`src/rtl/extStatusPkg.sv`:
```
package extStatusPkg;
  localparam int SRC_W  = 6;
  localparam int NUM_CH = 2;

  typedef struct packed {
    logic capture;   // load snapshot from live sources
    logic setPend;   // raise status pending
    logic clrPend;   // reset command seen
  } statStrobe_t;
endpackage

```
`src/rtl/extStatusData.sv`:
```
module extStatusData
  import extStatusPkg::*;
#(
  parameter int W = SRC_W
) (
  input  logic         clk,
  input  logic         rstN,
  input  logic [W-1:0] src,
  input  logic [W-1:0] enMask,
  input  statStrobe_t  strobe,
  output logic [W-1:0] edgeVec,
  output logic [W-1:0] snap
);
  logic [W-1:0] srcQ;

  always_ff @(posedge clk or negedge rstN) begin
    if (!rstN) begin
      srcQ <= '0;
      snap <= '0;
    end else begin
      srcQ <= src;
      if (strobe.capture) snap <= src;
    end
  end

  always_comb edgeVec = (src ^ srcQ) & enMask;
endmodule

```
`src/rtl/extStatusCtrl.sv`:
```
module extStatusCtrl
  import extStatusPkg::*;
#(
  parameter int W = SRC_W
) (
  input  logic         clk,
  input  logic         rstN,
  input  logic [W-1:0] edgeVec,
  input  logic         chanIe,
  input  logic         resetCmd,
  output statStrobe_t  strobe,
  output logic         pend
);
  logic primed;

  always_comb begin
    strobe.capture = !pend || resetCmd;
    strobe.setPend = primed && (|edgeVec) && chanIe && (!pend || resetCmd);
    strobe.clrPend = resetCmd;
  end

  always_ff @(posedge clk or negedge rstN) begin
    if (!rstN) begin
      primed <= 1'b0;
      pend   <= 1'b0;
    end else begin
      primed <= 1'b1;
      if (strobe.setPend)      pend <= 1'b1;
      else if (strobe.clrPend) pend <= 1'b0;
    end
  end

  assert_pend_needs_chanie_R5: assert property (@(posedge clk) disable iff (!rstN)
    $rose(pend) |-> $past(chanIe));
  assert_pend_needs_edge_R2: assert property (@(posedge clk) disable iff (!rstN)
    $rose(pend) |-> $past(edgeVec != '0));
  assert_pend_held_R7: assert property (@(posedge clk) disable iff (!rstN)
    (pend && !resetCmd) |=> pend);
  assert_reset_clears_R7: assert property (@(posedge clk) disable iff (!rstN)
    (resetCmd && edgeVec == '0) |=> !pend);
endmodule

```
`src/rtl/extStatusIrq.sv`:
```
module extStatusIrq
  import extStatusPkg::*;
(
  input  logic       clk,
  input  logic       rstN,
  input  logic [5:0] srcA,
  input  logic [5:0] srcB,
  input  logic [5:0] srcEnA,
  input  logic [5:0] srcEnB,
  input  logic       chanIeA,
  input  logic       chanIeB,
  input  logic       masterIe,
  input  logic       resetCmdA,
  input  logic       resetCmdB,
  input  logic       txEmptyA,
  input  logic       rxReadyA,
  input  logic       txEmptyB,
  input  logic       rxReadyB,
  input  logic       rxPendA,
  input  logic       txPendA,
  input  logic       rxPendB,
  input  logic       txPendB,
  output logic [7:0] statusA,
  output logic [7:0] statusB,
  output logic       statPendA,
  output logic       statPendB,
  output logic [7:0] pendByte,
  output logic       irq
);
  logic [SRC_W-1:0] srcArr  [NUM_CH];
  logic [SRC_W-1:0] enArr   [NUM_CH];
  logic [SRC_W-1:0] snapArr [NUM_CH];
  logic [NUM_CH-1:0] ieArr, cmdArr, pendArr, txEArr, rxRArr;
  logic [7:0]        statArr [NUM_CH];

  always_comb begin
    srcArr[0] = srcA;   srcArr[1] = srcB;
    enArr[0]  = srcEnA; enArr[1]  = srcEnB;
    ieArr     = {chanIeB, chanIeA};
    cmdArr    = {resetCmdB, resetCmdA};
    txEArr    = {txEmptyB, txEmptyA};
    rxRArr    = {rxReadyB, rxReadyA};
  end

  for (genvar ch = 0; ch < NUM_CH; ch++) begin : g_chan
    statStrobe_t      strobe;
    logic [SRC_W-1:0] edgeVec;

    extStatusData #(.W(SRC_W)) u_data (
      .clk(clk), .rstN(rstN), .src(srcArr[ch]), .enMask(enArr[ch]),
      .strobe(strobe), .edgeVec(edgeVec), .snap(snapArr[ch]));

    extStatusCtrl #(.W(SRC_W)) u_ctrl (
      .clk(clk), .rstN(rstN), .edgeVec(edgeVec), .chanIe(ieArr[ch]),
      .resetCmd(cmdArr[ch]), .strobe(strobe), .pend(pendArr[ch]));

    always_comb statArr[ch] = {snapArr[ch][5:1], txEArr[ch], snapArr[ch][0], rxRArr[ch]};

    assert_frozen_status_R6: assert property (@(posedge clk) disable iff (!rstN)
      (pendArr[ch] && !cmdArr[ch]) |=> $stable({statArr[ch][7:3], statArr[ch][1]}));
  end

  always_comb begin
    statusA   = statArr[0];
    statusB   = statArr[1];
    statPendA = pendArr[0];
    statPendB = pendArr[1];
    pendByte  = {2'b00, rxPendA, txPendA, pendArr[0], rxPendB, txPendB, pendArr[1]};
    irq       = masterIe && (|pendByte[5:0]);
  end
endmodule

```
`config.mk`:
```
export PLATFORM = sky130hd
export DESIGN_NAME = extStatusIrq
export DESIGN_NICKNAME = d
export VERILOG_FILES = /design/src/rtl/extStatusPkg.sv /design/src/rtl/extStatusData.sv /design/src/rtl/extStatusCtrl.sv /design/src/rtl/extStatusIrq.sv
export SDC_FILE = /design/constraint.sdc
export NUM_CORES = 1
export LEC_CHECK = 0
export ABC_AREA = 1
export BUFFER_PORTS_ARGS = -buffer_cell sky130_fd_sc_hd__buf_2
export CAP_MARGIN = 20
export CORE_MARGIN = 2
export CORE_UTILIZATION = 45
export DETAILED_ROUTE_END_ITERATION = 16
export PLACE_DENSITY = 0.76
export SLEW_MARGIN = 20
export SYNTH_ARGS = -nofsm -noshare
export SYNTH_HDL_FRONTEND = slang
export SYNTH_HIERARCHICAL = 1
export SYNTH_SLANG_ARGS = --single-unit
```
`constraint.sdc`:
```
create_clock -name clk -period 1.2 [get_ports clk]
set_clock_uncertainty 0.05 [all_clocks]
set_input_delay 0.06 -clock clk [delete_from_list [all_inputs] [get_ports clk]]
set_output_delay 0.06 -clock clk [all_outputs]
set_load 0.005 [all_outputs]
```
==> run summary <==
WHS Endpoint - statusB[0]
Ys Warns - 6
Post-route DRC - 0
detailed-router iteration count before antenna repair - 4
Die Area - 0.00330 mm2
r2r endpoint - g_chan[1].u_data/snap[0]$_DFFE_PN0P_
CTS tree - done
layout cells sized above 1 - 32.3%
first-pass GRT wire length - 3.93 mm
final slew viol count - 0
gr usage total - 15.1%
Post-Syn Area - 0.00129 mm2
syn avg cell area - 8.19 um2
FP Rows - 19
drt initial violations - 33
CTS HTree Levels - 1
GRT overflow - 0
Final min period - 1200 ps
crit end category - primary output
clock tree buffer depth - 2
Cells after Synth - 157
Max rail drop VDD - 0.00104 V
boundary pin count - 66
final setup violation count - 0
ant diodes - 0
Detail Route Antenna Nets - 0
setup slack, reg-to-reg - 120 ps
cell count of the worst reg-to-reg path - 5
Tightest Pin Transition - 606 ps
hold path depth - 0
slowest stage delay, CP - 400 ps
Placed Instances - 230
number of global-route vias before repair - 968
CP arrival - 1090 ps
final WL - 2.34 mm
hold_ws - 70.0 ps
total CTS buffers - 3
Via density - 4.37
clk_lat worst skew - 320 ps
Starting Density - 47.0%
cells along the critical path - nor2_1 -> nand3_1 -> nand2_1 -> inv_1 -> buf_2
non-filler instance count after layout - 251
period utilisation layout - 99.8%
CP Launch Type - flop
RSZ-0062 raised after global routing - true
Fin. Hold Viols - 0
Clk pin slew, worst setup/hold paths - 140 ps
P per Cell Area - 1100 mW/mm2
area grow syn2layout - 31.6%
Max-slew headroom - 59.6%
status - complete, no violations
Leak - 0.000964 uW
clock root buffer master - clkbuf_4
die width - 57.5 um
TNS Setup - 0 ps
vias - 1097
min-delay src - rxReadyB
core area - 0.00273 mm2
Slowest-stage cell, CP - dfrtp_1
Max-Cap Viols - 0
Wirelength per Cell - 9.33 um
initial antenna violation count - 0
final RePlAce weighted congestion - 0.753
pin count of the biggest net entering global routing - 29
fmax - 0.835 GHz
DP HPWL - 1.70 mm
CTS Sinks - 28
crit path kind - flop to primary output
crit-path max FO - 2
Final Util - 61.9%
Req. time, crit path - 1090 ps
worst r2r src - g_chan[1].u_ctrl/pend$_DFFE_PN0P_
number of port buffers - 55
worst min path class - input pin to primary output
fin nets - 260
filler instances - 239
die span in y - 57.5 um
layout make-up:
type                            instances  area (um2)  area share [%]
Inverter                               19        71.3            4.21
Timing Repair Buffer                   72         440            26.0
Multi-Input combinational cell         97         405            23.9
Sequential cell                        28         701            41.4
Clock buffer                            4        36.3            2.14
Tap cell                               31        38.8            2.29
repair_timing:
action	in CTS	in global routing
setup buffers	2	0
hold endpoints to repair	54	0
setup endpoints to repair	1	1
pin swaps	2	0
hold buffers	15	0
resized for setup	0	0
critical path: cells and delay by family (launching register included):
family,cells,cell delay [ps]
flip-flops,1,400
AND/OR/NAND/NOR,3,230
buffers and inverters,2,140
layer usage:
| layer | vias to the layer above | wire, um | GRT usage (%) |
|---|---|---|---|
| li1 | 579 | - | - |
| met1 | 473 | 1040 | 19.1 |
| met2 | 43 | 1100 | 25.6 |
| met3 | 2 | 197 | 5.44 |
| met5 | - | 0 | 0 |
| met4 | 0 | 8 | 1.99 |
per-stage QoR:
step / setup slack (ps) / area (um2) / power [uW]
global route: -121 / 1690 / 1990
floorplan: 241 / 1290 / 1260
CTS: -27.0 / 1690 / 1890
detailed placement: 190 / 1490 / 1390
finish: 2.75 / 1690 / 1860
global placement: 194 / 1490 / 1380
sequential cells by signal, summed over array words and instances (netlist names):
register,cells
g_chan.u_ctrl/pend,2
g_chan.u_ctrl/primed,2
g_chan.u_data/snap,12
g_chan.u_data/srcQ,12
cell usage in the layout (no fill, tap or decap):
master	n
inv_1	13
clkbuf_4	3
nand2_1	43
conb_1	4
o21ai_0	4
o21ai_1	6
clkbuf_8	1
buf_4	2
inv_2	6
o21ai_2	2
dlygate4sd3_1	15
nand3_1	3
buf_2	55
nor2_4	2
nor2_1	33
dfrtp_1	28
how the worst max path moves through the flow:
stage | from | cells after the start | end
2_1_floorplan | g_chan[0].u_ctrl/pend$_DFFE_PN0P_ | 6 | g_chan[0].u_data/snap[0]$_DFFE_PN0P_
3_3_place_gp | g_chan[0].u_data/srcQ[3]$_DFF_PN0_ | 6 | g_chan[0].u_ctrl/pend$_DFFE_PN0P_
3_5_place_dp | g_chan[1].u_data/srcQ[3]$_DFF_PN0_ | 6 | g_chan[1].u_ctrl/pend$_DFFE_PN0P_
4_1_cts | g_chan[1].u_ctrl/pend$_DFFE_PN0P_ | 5 | irq
5_1_grt | g_chan[1].u_ctrl/pend$_DFFE_PN0P_ | 5 | irq
6_report | g_chan[0].u_ctrl/pend$_DFFE_PN0P_ | 5 | irq
power by group:
group	total, uW	internal, uW	leakage (uW)	switching, uW
combinational	363	181	0.000612	182
clock	448	186	0.0000210	262
sequential	1050	1010	0.000330	36.4
total	1860	1380	0.000964	480
No activity file was read; power rests on OpenSTA's default activity.
